$ cat src/rtl/mxs_pkg.sv
`timescale 1ns/1ps
package mxs_pkg;

  // Strobes from the sequencing control into the datapath
  typedef struct packed {
    logic latch;        // capture operands of an accepted start
    logic advance;      // a transfer completed, move to next register
    logic commitBase;   // first transfer cycle: write-back point
    logic loadWrite;    // write loaded word into register file
    logic restoreBase;  // load abort: put base back
  } seqStrobe_t;

  typedef enum logic [2:0] {
    ST_IDLE,
    ST_XFER,
    ST_WRAP,
    ST_FETCH1,
    ST_FETCH2
  } seqState_t;

endpackage

$ cat src/rtl/mxs_control.sv
`timescale 1ns/1ps
module mxs_control
  import mxs_pkg::*;
(
  input  logic       clk,
  input  logic       rstN,
  input  logic       start,
  input  logic       listEmpty,
  input  logic       isLoad,
  input  logic       memValid,
  input  logic       memAbort,
  input  logic       lastXfer,
  input  logic       pcInList,
  output seqStrobe_t strobe,
  output logic       busy,
  output logic       done,
  output logic       abortTrap,
  output logic       memReq,
  output logic       memWe
);

  seqState_t state;
  logic      isLoadQ;
  logic      abortQ;
  logic      firstQ;
  logic      needFetch;

  assign needFetch = isLoadQ && pcInList && !abortQ;

  always_ff @(posedge clk or negedge rstN) begin
    if (!rstN) begin
      state   <= ST_IDLE;
      isLoadQ <= 1'b0;
      abortQ  <= 1'b0;
      firstQ  <= 1'b0;
    end else begin
      case (state)
        ST_IDLE: begin
          if (start) begin
            isLoadQ <= isLoad;
            abortQ  <= 1'b0;
            firstQ  <= 1'b1;
            state   <= listEmpty ? ST_WRAP : ST_XFER;
          end
        end
        ST_XFER: begin
          firstQ <= 1'b0;
          if (memValid) begin
            if (memAbort) abortQ <= 1'b1;
            if (lastXfer) state <= ST_WRAP;
          end
        end
        ST_WRAP:   state <= needFetch ? ST_FETCH1 : ST_IDLE;
        ST_FETCH1: state <= ST_FETCH2;
        ST_FETCH2: state <= ST_IDLE;
        default:   state <= ST_IDLE;
      endcase
    end
  end

  always_comb begin
    strobe             = '0;
    strobe.latch       = (state == ST_IDLE) && start;
    strobe.advance     = (state == ST_XFER) && memValid;
    strobe.commitBase  = (state == ST_XFER) && firstQ;
    strobe.loadWrite   = (state == ST_XFER) && memValid && isLoadQ && !memAbort && !abortQ;
    strobe.restoreBase = (state == ST_WRAP) && isLoadQ && abortQ;
  end

  assign busy      = (state != ST_IDLE);
  assign done      = ((state == ST_WRAP) && !needFetch) || (state == ST_FETCH2);
  assign abortTrap = done && abortQ;
  assign memReq    = (state == ST_XFER);
  assign memWe     = !isLoadQ;

endmodule

$ cat src/rtl/mxs_datapath.sv
`timescale 1ns/1ps
module mxs_datapath
  import mxs_pkg::*;
#(
  parameter int NUM_REGS   = 16,
  parameter int DATA_W     = 32,
  parameter int WORD_BYTES = 4,
  parameter int IDX_W      = $clog2(NUM_REGS)
) (
  input  logic                clk,
  input  logic                rstN,
  input  seqStrobe_t          strobe,
  input  logic                busy,
  input  logic [NUM_REGS-1:0] regList,
  input  logic [IDX_W-1:0]    baseIdx,
  input  logic                up,
  input  logic                preIndex,
  input  logic                writeBack,
  input  logic [DATA_W-1:0]   memRdata,
  input  logic                rfWrEn,
  input  logic [IDX_W-1:0]    rfWrIdx,
  input  logic [DATA_W-1:0]   rfWrData,
  input  logic [IDX_W-1:0]    rfRdIdx,
  output logic [DATA_W-1:0]   rfRdData,
  output logic [DATA_W-1:0]   memAddr,
  output logic [DATA_W-1:0]   memWdata,
  output logic                lastXfer,
  output logic                pcInList
);

  localparam int                WORD_SHIFT = $clog2(WORD_BYTES);
  localparam logic [DATA_W-1:0] WORD       = DATA_W'(WORD_BYTES);
  localparam int                PC_IDX     = NUM_REGS - 1;

  logic [DATA_W-1:0]   regs [NUM_REGS];
  logic [NUM_REGS-1:0] listQ, maskQ;
  logic [DATA_W-1:0]   addrQ, origBaseQ, newBaseQ;
  logic [IDX_W-1:0]    baseIdxQ;
  logic                wbQ;

  logic [IDX_W:0]      setCount;
  logic [DATA_W-1:0]   baseVal, span, startAddr, newBase;
  logic [IDX_W-1:0]    curIdx;

  always_comb begin
    setCount = '0;
    for (int i = 0; i < NUM_REGS; i++) setCount = setCount + (IDX_W+1)'(regList[i]);
  end

  assign baseVal = regs[baseIdx];
  assign span    = DATA_W'(setCount) << WORD_SHIFT;
  assign newBase = up ? baseVal + span : baseVal - span;

  always_comb begin
    if (up) startAddr = preIndex ? baseVal + WORD : baseVal;
    else    startAddr = preIndex ? baseVal - span : baseVal - span + WORD;
  end

  // lowest remaining register is the next one to move
  always_comb begin
    curIdx = '0;
    for (int i = NUM_REGS - 1; i >= 0; i--) if (maskQ[i]) curIdx = IDX_W'(i);
  end

  assign lastXfer = ((maskQ & (maskQ - 1'b1)) == '0);
  assign pcInList = listQ[PC_IDX];
  assign memAddr  = addrQ;
  // base sent as the first word leaves before the commit point
  assign memWdata = ((curIdx == baseIdxQ) && (maskQ == listQ)) ? origBaseQ : regs[curIdx];
  assign rfRdData = regs[rfRdIdx];

  always_ff @(posedge clk or negedge rstN) begin
    if (!rstN) begin
      listQ     <= '0;
      maskQ     <= '0;
      addrQ     <= '0;
      origBaseQ <= '0;
      newBaseQ  <= '0;
      baseIdxQ  <= '0;
      wbQ       <= 1'b0;
    end else if (strobe.latch) begin
      listQ     <= regList;
      maskQ     <= regList;
      addrQ     <= startAddr;
      origBaseQ <= baseVal;
      newBaseQ  <= newBase;
      baseIdxQ  <= baseIdx;
      wbQ       <= writeBack;
    end else if (strobe.advance) begin
      maskQ <= maskQ & (maskQ - 1'b1);
      addrQ <= addrQ + WORD;
    end
  end

  // later statements win on the same index: load beats commit, restore beats load
  always_ff @(posedge clk or negedge rstN) begin
    if (!rstN) begin
      for (int i = 0; i < NUM_REGS; i++) regs[i] <= '0;
    end else begin
      if (rfWrEn && !busy)                 regs[rfWrIdx]  <= rfWrData;
      if (strobe.commitBase && wbQ)        regs[baseIdxQ] <= newBaseQ;
      if (strobe.loadWrite)                regs[curIdx]   <= memRdata;
      if (strobe.restoreBase)              regs[baseIdxQ] <= wbQ ? newBaseQ : origBaseQ;
    end
  end

endmodule

$ cat src/rtl/multi_xfer_seq.sv
`timescale 1ns/1ps
module multi_xfer_seq
  import mxs_pkg::*;
#(
  parameter int NUM_REGS   = 16,
  parameter int DATA_W     = 32,
  parameter int WORD_BYTES = 4,
  parameter int IDX_W      = $clog2(NUM_REGS)
) (
  input  logic                clk,
  input  logic                rstN,
  input  logic                start,
  input  logic [NUM_REGS-1:0] regList,
  input  logic [IDX_W-1:0]    baseIdx,
  input  logic                isLoad,
  input  logic                up,
  input  logic                preIndex,
  input  logic                writeBack,
  output logic                busy,
  output logic                done,
  output logic                abortTrap,
  output logic                memReq,
  output logic                memWe,
  output logic [DATA_W-1:0]   memAddr,
  output logic [DATA_W-1:0]   memWdata,
  input  logic [DATA_W-1:0]   memRdata,
  input  logic                memValid,
  input  logic                memAbort,
  input  logic                rfWrEn,
  input  logic [IDX_W-1:0]    rfWrIdx,
  input  logic [DATA_W-1:0]   rfWrData,
  input  logic [IDX_W-1:0]    rfRdIdx,
  output logic [DATA_W-1:0]   rfRdData
);

  seqStrobe_t strobe;
  logic       lastXfer, pcInList;

  mxs_control u_ctrl (
    .clk, .rstN, .start,
    .listEmpty (regList == '0),
    .isLoad, .memValid, .memAbort, .lastXfer, .pcInList,
    .strobe, .busy, .done, .abortTrap, .memReq, .memWe
  );

  mxs_datapath #(
    .NUM_REGS (NUM_REGS), .DATA_W (DATA_W),
    .WORD_BYTES (WORD_BYTES), .IDX_W (IDX_W)
  ) u_dp (
    .clk, .rstN, .strobe, .busy, .regList, .baseIdx, .up, .preIndex,
    .writeBack, .memRdata, .rfWrEn, .rfWrIdx, .rfWrData, .rfRdIdx,
    .rfRdData, .memAddr, .memWdata, .lastXfer, .pcInList
  );

endmodule

$ cat config.mk
export PLATFORM = sky130hd
export DESIGN_NAME = multi_xfer_seq
export DESIGN_NICKNAME = d
export VERILOG_FILES = /design/src/rtl/mxs_pkg.sv /design/src/rtl/mxs_control.sv /design/src/rtl/mxs_datapath.sv /design/src/rtl/multi_xfer_seq.sv
export SDC_FILE = /design/constraint.sdc
export NUM_CORES = 2
export LEC_CHECK = 0
export BUFFER_PORTS_ARGS = -buffer_cell sky130_fd_sc_hd__buf_2
export CAP_MARGIN = 30
export CELL_PAD_IN_SITES_DETAIL_PLACEMENT = 1
export CELL_PAD_IN_SITES_GLOBAL_PLACEMENT = 1
export CORE_UTILIZATION = 49
export CTS_CLUSTER_DIAMETER = 60
export DETAILED_ROUTE_END_ITERATION = 8
export PLACE_DENSITY = 0.83
export SLEW_MARGIN = 20
export SYNTH_ARGS = -nofsm -noshare
export SYNTH_HDL_FRONTEND = slang
export SYNTH_SLANG_ARGS = --single-unit
$ cat constraint.sdc
create_clock -name clk -period 6.2 [get_ports clk]
set_clock_uncertainty 0.2 [all_clocks]
set_input_delay 0.62 -clock clk [delete_from_list [all_inputs] [get_ports clk]]
set_output_delay 0.62 -clock clk [all_outputs]
set_load 0.01 [all_outputs]
==> impl_metrics.yaml <==
clock_network:
  numCtsBuffers: 98
  ctsHtreeMaxLevel: 3
  clock_path_buffers: 3
  root_buffer: "clkbuf_16"
  insertion_delay_ps: 730
  cts.clk_slew.worst_paths_ps: 60
  cts_sinks: 649
  cts_tree: "yes"
routing:
  dr_total_vias: 63310
  drc: 0
  wire_per_inst_um: 38.20
  dr.pass1.iters: 7
  wl_um: 309600
  vias_per_cell: 7.813
  first_iter_violations: 11240
  drtAntennaViolNets: 0
synth:
  synth_edf_count: 0
  avgSynthCellArea_sq_um: 8.269
  yosysWarnings: 0
  ys_seq_area_share_pct: 29.50
  synth_cells: 6658
  yosysTopAreaCellShare_pct: 29.50
  ys_seq_elements: 649
  synthArstFlopShare_pct: 100.0
  synth_top_area_cell: "dfrtp_1"
  syn_nets: 6792
  yosys-top-cells-area: "dfrtp_1 (29%), mux4_2 (13%), mux2i_1 (11%), a21oi_1 (6.8%), nor2_1 (6.3%)"
  yosys_most_used_dff: "dfrtp_1"
  synthTopCellsByCount: "nor2_1 (928), nand2_1 (831), a21oi_1 (752)"
  syn_area_sq_um: 55060
  ys_types: 81
  synth_most_common_cell: "nor2_1"
critical_path:
  cp_slowest_stage_delay_ps: 670
  end_kind: "register"
  crit_type: "primary input to register"
  cp_num_buf_inv: 5
  cp_common_cell: "fa_2"
  crit_slowest_cell: "fa_2"
  critPathLaunchType: "primary input"
  cp.arrival_ps: 6910
  required_ps: 6620
  crit_fanout: 6
  critPathTopFamily: "adder cells"
finish:
  drive_above_1_share_pct: 19.19
  syn_to_final_growth_pct: 14.66
  design_area_sq_um: 63130
  nFillCells: 12800
  nNetsFinal: 6653
timing:
  hold_violations: 0
  final-setup-viol-count: 18
  fin_ws_ps: -292.0
  timing.fmax_ghz: 0.1540
  period_share_pct: 104.7
  rsz0062_at_grt: "true"
  slew_viol_final: 0
  tightest_slew_ps: 1175
  fin_crit_ps: 6492
  max-slew-margin-rel_pct: 21.68
  hold_slack_ps: 0.6164
global_route:
  grt_usage_pct: 53.48
  grt_first_pass_wirelength_um: 438800
  overflow: 0
  grt_pass1_vias: 62590
  antenna_found_initial: 35
  grt_max_degree: 145
floorplanning:
  io_pins: 203
  initial_utilization_pct: 49.61
  dieArea_sq_um: 113700
  fp.dieH_um: 337.2
  die_w_um: 337.2
  core_sq_um: 111000
  rows: 122
run_status:
  failed_checks: "negative setup slack"
  outcome: "complete, but fails checks"
placement:
  place_ws_ps: -1158
  port_buffers: 202
  place_area_sq_um: 58630
  routabilityCongestion: 1.011
  hpwl_um: 186400
power_and_ir_drop:
  leakagePower_nw: 26.04
  ir_drop_mv: 0.5836
  power.density_nw_per_um2: 587.5
worst_hold_path:
  min_path_type: "primary input to register"
run:
  maxCapViolCount: 0
-- path summary, 6_finish.rpt --
| path | startpoint | endpoint | slack, ps | depth (start not counted) |
|---|---|---|---|---|
| min in group asynchronous | rstN | u_dp.maskQ[8] | 370 | 2 |
| min | regList[13] | u_dp.maskQ[13] | 0.6 | 3 |
| max reg2reg | u_dp.regs[194] | u_dp.memAddr[31] | 1290 | 17 |
| max in group asynchronous | rstN | u_dp.regs[35] | 3950 | 3 |
| min reg2reg | u_dp.memAddr[0] | u_dp.memAddr[0] | 290 | 2 |
| max | regList[0] | u_dp.memAddr[31] | -290 | 25 |
-- logic make-up (layout without fill, tap and decap cells) --
kind of cell | Yosys count | in the layout | synth area share, %
mux | 953 | 953 | 24.43
xor+xnor | 135 | 135 | 2.148
flops | 649 | 649 | 29.50
compound gates | 2047 | 2047 | 22.31
simple gates | 2008 | 2008 | 14.87
other cells | 0 | 20 | 0
buf+inv | 831 | 769 | 5.795
fa+ha+maj | 35 | 35 | 0.9454
-- per-stage QoR --
| step | total power [mW] | util [%] | TNS [ps] | std cells |
|---|---|---|---|---|
| CTS | 35.23 | 56.24 | -2266 | 8062 |
| global placement | 27.83 | 52.45 | -32170 | 7854 |
| global route | 38.00 | 56.86 | -6572 | 8091 |
| finish | 37.09 | 56.89 | -3212 | 8104 |
| detailed placement | 28.78 | 52.83 | -37350 | 7872 |
| floorplan | 20.69 | - | -5845 | 6658 |
-- what timing repair did --
action                     4_1_cts  5_1_grt
gates resized for setup         50       84
buffers inserted                 7       12
setup endpoints to repair       29       40
pin swaps                       28       46
gates cloned                     0        0
hold endpoints to repair        92        0
hold buffers                     7        0
-- state kept, by name, summed over array words and instances (netlist names) --
name and flops:
u_dp.baseIdxQ 4, u_dp.origBaseQ 30, u_dp.regs 512, u_dp.newBaseQ 32, u_dp.maskQ 16, u_ctrl.isLoadQ 1, u_dp.memAddr 32, u_ctrl.abortQ 1
u_ctrl.state 3, u_dp.wbQ 1, u_dp.listQ 16, u_ctrl.firstQ 1
-- layout make-up --
| cell class | count | area (sq um) | share of cell area [%] |
|---|---|---|---|
| clock inverters | 51 | 650.6 | 1.031 |
| repair buffers | 535 | 4384 | 6.945 |
| inverters | 57 | 231.5 | 0.3667 |
| diodes | 20 | 50.05 | 0.07928 |
| well taps | 1488 | 1862 | 2.949 |
| multi-input cells | 5178 | 36940 | 58.51 |
| flip-flops and latches | 649 | 16240 | 25.73 |
| clock buffers | 126 | 2770 | 4.388 |
-- where the power goes --
group          switching, mW  internal (mW)
sequential              3.33           6.18
combinational           13.0           8.48
clock                   2.45           3.62
-- placed cells by master (no fill, tap or decap), types with 55 or more instances in the layout --
master / instances
buf_4: 259
xnor2_1: 67
a21oi_1: 745
mux4_2: 307
dfrtp_1: 648
xor2_1: 56
nor2_1: 903
clkbuf_16: 100
mux2i_1: 586
mux2_2: 55
a211oi_1: 428
buf_2: 194
a31oi_1: 89
nand2_1: 805
o21ai_0: 470
-- worst register-to-register path, stage by stage, from the launching register on --
cell      delay [ps]
dfrtp_1          460
mux4_2           490
mux4_2           570
inv_1            150
ha_1             280
fa_2             280
o21bai_4          70
a21oi_4          180
o21bai_4         120
or4_4            490
mux2i_1          140
mux2_4           290
nor2_4           140
nand4_4          170
nor2_4           200
nand3_2          110
xnor2_2          160
a221oi_2         300
-- layer usage --
layer	vias up	track usage (%)	part of all wire, %
li1	23950	-	-
met3	2129	26.71	17
met4	33	42.41	9.9
met1	31070	63.77	33
met2	6138	72.15	39
met5	-	1.617	0.18
Power figures use the tool's default switching activity.
